**src/rtl/rfs_pkg.sv**
```systemverilog
// Shared types for the filtered reset sequencer.
// Assumes nothing beyond standard SystemVerilog enums.
package rfs_pkg;
    typedef enum logic [1:0] {
        ST_IDLE  = 2'd0,  // core running, watching the pin
        ST_HOLD  = 2'd1,  // core held in reset
        ST_START = 2'd2   // reset released, counting the start delay
    } rfs_state_e;
endpackage

```
**src/rtl/rfs_sync.sv**
```systemverilog
// Multi-stage synchronizer for the asynchronous reset line level.
// Assumes the input is a single-bit level; resets to the idle (high) level.
module rfs_sync #(
    parameter int STAGES = 2
) (
    input  logic clk,
    input  logic rst_n,
    input  logic d_in,
    output logic q_out
);
    logic [STAGES-1:0] chain_q;

    // Shift the pin level through the synchronizer stages.
    always_ff @(posedge clk) begin
        if (!rst_n) begin
            chain_q <= '1;
        end else begin
            chain_q <= {chain_q[STAGES-2:0], d_in};
        end
    end

    assign q_out = chain_q[STAGES-1];
endmodule

```
**src/rtl/rfs_glitch.sv**
```systemverilog
// Glitch filter: counts consecutive low cycles and restarts from zero
// whenever the line is seen high. Assumes the input is already synchronous.
module rfs_glitch #(
    parameter int FILT_CLKS = 4
) (
    input  logic clk,
    input  logic rst_n,
    input  logic low_in,
    output logic low_ok,
    output logic new_low
);
    localparam int CW = $clog2(FILT_CLKS + 1);
    localparam logic [CW-1:0] FULL = CW'(FILT_CLKS);

    logic [CW-1:0] run_q;

    // Count the low run, saturating at the filter length.
    always_ff @(posedge clk) begin
        if (!rst_n) begin
            run_q <= '0;
        end else if (!low_in) begin
            run_q <= '0;
        end else if (run_q != FULL) begin
            run_q <= run_q + 1'b1;
        end
    end

    assign low_ok  = (run_q == FULL);
    assign new_low = low_in && (run_q == FULL - 1'b1);
endmodule

```
**src/rtl/rfs_por.sv**
```systemverilog
// Optional power-on timer: a pwr_on cycle loads the duration and the line
// is pulled low until it counts out. With POR_EN = 0 the drive stays off.
module rfs_por #(
    parameter bit POR_EN   = 1'b1,
    parameter int POR_CLKS = 64
) (
    input  logic clk,
    input  logic rst_n,
    input  logic pwr_on,
    output logic drive_en
);
    generate
        if (POR_EN) begin : g_timer
            localparam int PW = $clog2(POR_CLKS + 1);
            logic [PW-1:0] left_q;

            // Load on power-on indication, then count down to zero.
            always_ff @(posedge clk) begin
                if (!rst_n) begin
                    left_q <= '0;
                end else if (pwr_on) begin
                    left_q <= PW'(POR_CLKS);
                end else if (left_q != '0) begin
                    left_q <= left_q - 1'b1;
                end
            end

            assign drive_en = (left_q != '0);
        end else begin : g_none
            logic unused_in;
            assign unused_in = pwr_on ^ clk ^ rst_n;
            assign drive_en  = 1'b0;
        end
    endgenerate
endmodule

```
**src/rtl/rst_filter_seq.sv**
```systemverilog
// Top of the filtered reset sequencer. Synchronizes and filters the reset
// line, stretches a qualified request, drives the bus strobes during reset
// and issues the first-fetch pulse after the start delay.
// Assumes clk runs whenever a reset request must be seen.
module rst_filter_seq #(
    parameter int          SYNC_STAGES = 2,
    parameter int          FILT_CLKS   = 4,
    parameter int          HOLD_CLKS   = 18,
    parameter int          START_DLY   = 7,        // legal range 5 to 10
    parameter bit          POR_EN      = 1'b1,
    parameter int          POR_CLKS    = 64,
    parameter int          AW          = 16,
    parameter logic [AW-1:0] START_ADDR = 16'h000C
) (
    input  logic          clk,
    input  logic          rst_n,
    input  logic          pin_n,
    input  logic          pwr_on,
    output logic          pin_drive_en,
    output logic          core_rst,
    output logic          addr_stb,
    output logic          data_stb,
    output logic          fetch_go,
    output logic [AW-1:0] fetch_addr
);
    import rfs_pkg::*;

    localparam int HW = $clog2(HOLD_CLKS + 1);
    localparam int DW = $clog2(START_DLY + 1);
    localparam logic [HW-1:0] HOLD_LAST = HW'(HOLD_CLKS - 1);
    localparam logic [DW-1:0] DLY_LAST  = DW'(START_DLY - 1);

    logic       pin_sync;
    logic       line_low;
    logic       low_ok;
    logic       new_low;
    logic       drive_en;

    rfs_state_e    state_q;
    logic [HW-1:0] hold_q;
    logic [DW-1:0] dly_q;
    logic          tog_q;
    logic          go_q;

    rfs_sync #(.STAGES(SYNC_STAGES)) u_sync (
        .clk   (clk),
        .rst_n (rst_n),
        .d_in  (pin_n),
        .q_out (pin_sync)
    );

    rfs_por #(.POR_EN(POR_EN), .POR_CLKS(POR_CLKS)) u_por (
        .clk      (clk),
        .rst_n    (rst_n),
        .pwr_on   (pwr_on),
        .drive_en (drive_en)
    );

    // The line reads low while this block pulls it, whatever the pin shows.
    assign line_low = !pin_sync || drive_en;

    rfs_glitch #(.FILT_CLKS(FILT_CLKS)) u_filt (
        .clk     (clk),
        .rst_n   (rst_n),
        .low_in  (line_low),
        .low_ok  (low_ok),
        .new_low (new_low)
    );

    // Sequence: idle -> hold (stretch) -> start delay -> fetch pulse.
    always_ff @(posedge clk) begin
        if (!rst_n) begin
            state_q <= ST_IDLE;
            hold_q  <= '0;
            dly_q   <= '0;
            go_q    <= 1'b0;
        end else begin
            go_q <= 1'b0;
            unique case (state_q)
                ST_IDLE: begin
                    if (low_ok) begin
                        state_q <= ST_HOLD;
                        hold_q  <= '0;
                    end
                end
                ST_HOLD: begin
                    if (new_low) begin
                        hold_q <= '0;
                    end else if (hold_q != HOLD_LAST) begin
                        hold_q <= hold_q + 1'b1;
                    end else if (!line_low) begin
                        state_q <= ST_START;
                        dly_q   <= '0;
                    end
                end
                ST_START: begin
                    if (new_low) begin
                        state_q <= ST_HOLD;
                        hold_q  <= '0;
                    end else if (dly_q == DLY_LAST) begin
                        state_q <= ST_IDLE;
                        go_q    <= 1'b1;
                    end else begin
                        dly_q <= dly_q + 1'b1;
                    end
                end
                default: state_q <= ST_IDLE;
            endcase
        end
    end

    // Address strobe toggle: alternates in hold, parks high otherwise.
    always_ff @(posedge clk) begin
        if (!rst_n) begin
            tog_q <= 1'b1;
        end else if (state_q == ST_HOLD) begin
            tog_q <= !tog_q;
        end else begin
            tog_q <= 1'b1;
        end
    end

    assign core_rst     = (state_q == ST_HOLD);
    assign addr_stb     = core_rst ? tog_q : 1'b1;
    assign data_stb     = !core_rst;
    assign fetch_go     = go_q;
    assign fetch_addr   = go_q ? START_ADDR : '0;
    assign pin_drive_en = drive_en;
endmodule

```
**config.mk**
```make
export PLATFORM = sky130hd
export DESIGN_NAME = rst_filter_seq
export DESIGN_NICKNAME = d
export VERILOG_FILES = /design/src/rtl/rfs_pkg.sv /design/src/rtl/rfs_sync.sv /design/src/rtl/rfs_glitch.sv /design/src/rtl/rfs_por.sv /design/src/rtl/rst_filter_seq.sv
export SDC_FILE = /design/constraint.sdc
export NUM_CORES = 1
export LEC_CHECK = 0
export ABC_AREA = 1
export BUFFER_PORTS_ARGS = -buffer_cell sky130_fd_sc_hd__buf_2
export CORE_MARGIN = 5
export CORE_UTILIZATION = 40
export DETAILED_ROUTE_END_ITERATION = 12
export PLACE_DENSITY_LB_ADDON = 0.15
export SLEW_MARGIN = 25
export SYNTH_ARGS = -nofsm -noshare
export SYNTH_HDL_FRONTEND = slang
export SYNTH_HIERARCHICAL = 1
export SYNTH_SLANG_ARGS = --single-unit
export TNS_END_PERCENT = 50
```
**constraint.sdc**
```tcl
create_clock -name clk -period 1.6 [get_ports clk]
set_clock_uncertainty 0.05 [all_clocks]
set_input_delay 0.32 -clock clk [delete_from_list [all_inputs] [get_ports clk]]
set_output_delay 0.32 -clock clk [all_outputs]
set_load 0.1 [all_outputs]
```
==> results.cfg, run 1 <==
[clocking]
ctsLongestPathBuffers = 2
clkLatencyLatePin_ns = 0.26
clk_transition_reported_paths_ns = 0.09
cts_tree = yes
clock-root-buffer = sky130_fd_sc_hd__clkbuf_8
htree_levels = 1
cts_inserted_buffers = 3
hold_buffers = 0
tritoncts_num_sinks = 24

[synth]
synthesis.area_per_instance_um2 = 7.13
dominant_cell_by_count_in_the_synthesized_netlist = sky130_fd_sc_hd__nand2_1
synth_area_leaders = sky130_fd_sc_hd__dfxtp_1 32%, sky130_fd_sc_hd__nand2_1 10%, sky130_fd_sc_hd__buf_4 8.0%
synth-edff-count = 0
synth_adder_area_share = 0.0753
post_synth_inst_count = 210
synth-compound-area-share = 0.0577
fraction_of_synthesized_cell_area_in_xor_and_xnor_cells = 0.0234
synth-main-ff-cell = sky130_fd_sc_hd__dfxtp_1
synth-simple-area-share = 0.353
netlist_area_mm2 = 0.00150
seq_total_area_yosys = 0.321
ys_async_sr_fraction = 0
synth.area.mux_share = 0
combinational_family_with_the_most_area_after_synthesis = simple AND/OR/NAND/NOR gates
distinct_cell_type_count_after_synthesis = 25
synth_top_cell_by_area = sky130_fd_sc_hd__dfxtp_1
synth-warning-count = 6
synth_top_area_share = 0.321
post_synth_most_frequent_cells = 41 x sky130_fd_sc_hd__nand2_1, 30 x sky130_fd_sc_hd__nor2_1, 29 x sky130_fd_sc_hd__inv_1, 24 x sky130_fd_sc_hd__dfxtp_1, 16 x sky130_fd_sc_hd__buf_4
yosys_register_bits = 24

[floorplanning]
die_width_um = 71.2
num_rows = 22
pin_count = 25
vertical_die_dimension_um = 71.2
core_mm2 = 0.00363
die-area_mm2 = 0.00506
floorplan.initialDensity = 0.412

[setup_path]
critPathArrivalTime_ns = 1.22
start_kind = register
critPathLaunch = u_por/g_timer.left_q[1]
end_kind = output pin
timing.rr.start = u_por/g_timer.left_q[1]
regToRegSetupSlack_ns = 0.02
worst_ep_required_time_ns = 1.23
worst_path_cell_trace = inv_2, ha_4, nand4_4, buf_4, buf_12
criticalPathCategory = reg -> out
worst_path_max_delay_cell = sky130_fd_sc_hd__dfxtp_2
max_stage_delay_ns = 0.33
critical_path_peak_fanout = 4

[detailed_routing]
drt_first_iter_violations = 34
totalWireLength_um = 2710
detailroute.via_count = 1219
avgViaCountPerCell = 4.32
drt.antenna.violating_nets = 0
drt_pass1_iterations = 4
drt_drc_violations_left = 0
drt-wirelength-per-cell_um = 9.60

[run]
maxCapViolCount = 0

[min_path]
timing.hold.worst.start = pin_n
worst_hold_path_type = in -> reg

[timing]
setup-tns-final_ns = 0
hold_ws_ns = 0.170
post-route-min-period_ns = 1.59
finalHoldViolCount = 0
final_slew_viol_count = 0
period_share = 0.992
rsz0062_at_grt = yes
fmax_mhz = 630
setup-violations-final = 0

[cells_and_area]
final_cell_count_no_fill = 282
area_occupied_by_registers_um2 = 488
area.growth.synth_to_final_pct = 23.2
antenna_cells = 0
finish.utilization = 0.507
multi_input_logic_area_um2 = 888
final_nets = 248
drive_gt1_frac = 0.333
postLayoutCellArea_mm2 = 0.00184
nFillCells = 370

[placement]
post_dp_cell_area_mm2 = 0.00168
placed_cells_incl_taps = 274
place_hpwl_um = 2100
globalplace.congestion = 0.763
buffer_ports.inserted = 10

[global_routing]
grt_antenna_before_repair = 0
grt_pass1_wl_um = 4510
grt_start_max_net_pins = 14
globalRoute.totalOverflow = 0
via_count_of_the_first_global_routing_pass = 1038
grt.total_usage = 0.108

[power]
power_leakage_nw = 0.899
power.ir.vdd_worst_uv = 675
p_per_area_mw_per_mm2 = 1250

[run_status]
status = finished clean
-- through the flow --
stage,total power [mW],worst slack [ns]
floorplan,1.59,-0.299
global placement,1.85,0.0497
detailed placement,1.84,0.0124
CTS,2.27,0.00345
global route,2.47,-0.0857
finish,2.31,0.0129
-- cell families after synthesis --
family / Yosys count
AOI/OAI and AO/OA: 15
adders and majority gates: 9
DFF: 24
xor gates and xnor gates: 4
buffers and inverters: 50
other: 1
and+or+nand+nor: 107
-- cell type report --
| cell class | count | share of cell area |
|---|---|---|
| multi-input cells | 149 | 0.482 |
| inverters | 34 | 0.0788 |
| repair buffers | 23 | 0.112 |
| well taps | 48 | 0.0326 |
| flip-flops and latches | 24 | 0.265 |
| clock buffers | 4 | 0.0299 |
-- cell usage in the layout (no fill, tap or decap), types with 4 or more instances in the layout --
cell,netlist,routed
sky130_fd_sc_hd__nand2_1,41,33
sky130_fd_sc_hd__nor2_1,30,28
sky130_fd_sc_hd__inv_1,29,24
sky130_fd_sc_hd__dfxtp_1,24,18
sky130_fd_sc_hd__conb_1,1,14
sky130_fd_sc_hd__nand2_2,8,12
sky130_fd_sc_hd__buf_4,16,11
sky130_fd_sc_hd__a21oi_1,11,10
sky130_fd_sc_hd__nand3_1,12,10
sky130_fd_sc_hd__ha_1,9,7
sky130_fd_sc_hd__nand2_4,2,6
sky130_fd_sc_hd__buf_2,0,6
sky130_fd_sc_hd__dfxtp_2,0,6
sky130_fd_sc_hd__inv_2,4,5
sky130_fd_sc_hd__nor2_2,3,5
sky130_fd_sc_hd__inv_4,1,4
sky130_fd_sc_hd__clkbuf_8,0,4
-- flip-flops by register name, indices dropped and copies added, names as in the netlist --
name,cells
dly_q,3
tog_q,1
u_filt/run_q,3
hold_q,5
u_sync/chain_q,2
u_por/g_timer.left_q,7
fetch_go,1
state_q,2
-- worst paths after layout --
kind                                          end  cells past startpoint
worst max-delay path                 pin_drive_en                      5
worst min-delay path            u_sync/chain_q[0]                      3
worst max register to register          hold_q[0]                     13
worst min register to register              tog_q                      1
-- report_power, final --
| group | internal (mW) | switching [mW] |
|---|---|---|
| registers | 0.682 | 0.0733 |
| clock network | 0.220 | 0.196 |
| logic | 0.429 | 0.710 |
| total | 1.33 | 0.979 |
-- layer usage --
metal	routed length, um	track usage	vias up
met5	0	0	-
met4	29	0.0313	0
met3	119	0.0213	4
met2	1170	0.172	22
met1	1390	0.147	532
li1	-	-	661
-- what timing repair did --
item,in CTS,in global routing
pin swaps,1,11
gates resized for setup,2,24
buffers inserted,0,4
setup endpoints to repair,3,12
-- critical path, delay by kind of cell (launching register included) --
| kind | cells | cell delay [ns] |
|---|---|---|
| fa+ha+maj | 1 | 0.15 |
| buf+inv | 3 | 0.40 |
| flops | 1 | 0.33 |
| simple gates | 1 | 0.07 |
Note: power is estimated with default switching activity, not from simulation.
==> inputs of run 2 (changes only) <==
Settings changed: GPL_TIMING_DRIVEN set to 0.
==> results.cfg, run 2 (same netlist as run 1, synthesis figures left out) <==
[clocking]
tritoncts_num_sinks = 24
cts_tree = yes
clock-root-buffer = sky130_fd_sc_hd__clkbuf_8
htree_levels = 1
cts_inserted_buffers = 3
ctsLongestPathBuffers = 2
clkLatencyLatePin_ns = 0.27
clk_transition_reported_paths_ns = 0.09

[setup_path]
timing.rr.start = u_por/g_timer.left_q[1]
criticalPathCategory = reg -> reg
end_kind = register
critical_path_peak_fanout = 6
critPathArrivalTime_ns = 1.74
critPathLaunch = u_por/g_timer.left_q[1]
start_kind = register
worst_ep_required_time_ns = 1.70

[cells_and_area]
top_registers = u_por/g_timer.left_q (7), hold_q (5)
final_nets = 264
finish.utilization = 0.534
largest_register_ff_count = 7
area.growth.synth_to_final_pct = 29.8
most-common-layout-cells = 36 x sky130_fd_sc_hd__nand2_1, 32 x sky130_fd_sc_hd__buf_4, 29 x sky130_fd_sc_hd__nor2_1
nFillCells = 379
drive_gt1_frac = 0.368
antenna_cells = 0
mostFrequentLayoutCell = sky130_fd_sc_hd__nand2_1
largest_register = u_por/g_timer.left_q

[global_routing]
grt.total_usage = 0.116
globalRoute.totalOverflow = 0
grt_start_max_net_pins = 15
grt_antenna_before_repair = 0
via_count_of_the_first_global_routing_pass = 1181
grt_pass1_wl_um = 4860

[timing]
finalHoldViolCount = 0
post-route-min-period_ns = 1.64
final_slew_viol_count = 0
setup-violations-final = 3
period_share = 1.02
setup_ws_ns = -0.0385
rsz0062_at_grt = yes
fmax_mhz = 610

[run_status]
status = complete, but fails checks
failing_checks = setup timing

[power]
power.ir.vdd_worst_uv = 596
power_leakage_nw = 0.982
p_total_mw = 2.41
p_per_area_mw_per_mm2 = 1240

[min_path]
timing.hold.worst.start = pin_n
worst_hold_path_type = in -> reg

[floorplanning]
num_rows = 22
die_width_um = 71.2
vertical_die_dimension_um = 71.2
die-area_mm2 = 0.00506
core_mm2 = 0.00363
floorplan.initialDensity = 0.412
pin_count = 25

[detailed_routing]
totalWireLength_um = 2740
drt-wirelength-per-cell_um = 9.20
drt.antenna.violating_nets = 0
drt_drc_violations_left = 0
drt_pass1_iterations = 4
drt_first_iter_violations = 28
detailroute.via_count = 1282
avgViaCountPerCell = 4.30

[placement]
place_hpwl_um = 2000
globalplace.congestion = 0.764
preCtsSetupSlack_ns = -0.0819
buffer_ports.inserted = 10

[run]
maxCapViolCount = 0
==> run 2: routing by layer <==
metal | up-vias | wire (um) | global-route usage
met5 | - | 0 | 0
met4 | 0 | 49 | 0.0501
met3 | 5 | 135 | 0.0241
met2 | 21 | 1300 | 0.198
met1 | 562 | 1260 | 0.140
li1 | 694 | - | -
==> run 2: final timing paths <==
| path | to | slack (ns) | cells past startpoint |
|---|---|---|---|
| worst min-delay path | u_sync/chain_q[0] | 0.16 | 3 |
| worst min register to register | u_sync/chain_q[1] | 0.36 | 2 |
| worst max register to register | dly_q[2] | -0.04 | 15 |
| worst max-delay path | dly_q[2] | -0.04 | 15 |
==> run 2: power breakdown <==
group	total [mW]	internal (mW)	switching [mW]
sequential	0.755	0.681	0.0740
clock	0.539	0.335	0.204
combinational	1.11	0.415	0.697
total	2.41	1.43	0.975
==> run 2: critical path, cell delays in order, from the launching register on <==
cell	delay, ns
sky130_fd_sc_hd__dfxtp_2	0.33
sky130_fd_sc_hd__inv_2	0.07
sky130_fd_sc_hd__ha_4	0.14
sky130_fd_sc_hd__nand4_4	0.12
sky130_fd_sc_hd__inv_2	0.09
sky130_fd_sc_hd__nand2_2	0.06
sky130_fd_sc_hd__nand2_2	0.09
sky130_fd_sc_hd__inv_4	0.05
sky130_fd_sc_hd__inv_6	0.08
sky130_fd_sc_hd__nand3_2	0.06
sky130_fd_sc_hd__nand2_2	0.08
sky130_fd_sc_hd__nand2_2	0.06
sky130_fd_sc_hd__inv_4	0.07
sky130_fd_sc_hd__nand2_4	0.06
sky130_fd_sc_hd__nand2_2	0.06
sky130_fd_sc_hd__a21oi_2	0.04
==> run 2: stage by stage <==
| step | instances | instance area [um2] | setup TNS [ns] | hold WS [ns] |
|---|---|---|---|---|
| finish | 298 | 1940 | -0.0800 | 0.160 |
| global route | 298 | 1940 | -1.29 | 0.147 |
| CTS | 296 | 1880 | -0.0678 | 0.148 |
| detailed placement | 281 | 1690 | -0.336 | 0.338 |
| global placement | 281 | 1690 | -0.344 | 0.334 |
| floorplan | 223 | 1580 | -2.91 | 0.328 |
==> run 2: what timing repair did <==
item                                    CTS  global route
setup buffers                            11             2
hold buffers                              0             0
pin swaps                                 3             8
cloned                                    0             0
endpoints found under the setup margin   14            13
gates resized for setup                  16            13
==> run 2: cell type report <==
type | instances | area, um2 | share of cell area
multi-input combinational | 149 | 881 | 0.454
sequential | 24 | 497 | 0.256
timing repair buffer | 23 | 170 | 0.0876
inverter | 34 | 143 | 0.0735
buffer | 16 | 120 | 0.0619
tap | 48 | 60.1 | 0.0309
clock buffer | 3 | 41.3 | 0.0213
clock inverter | 1 | 30.0 | 0.0155
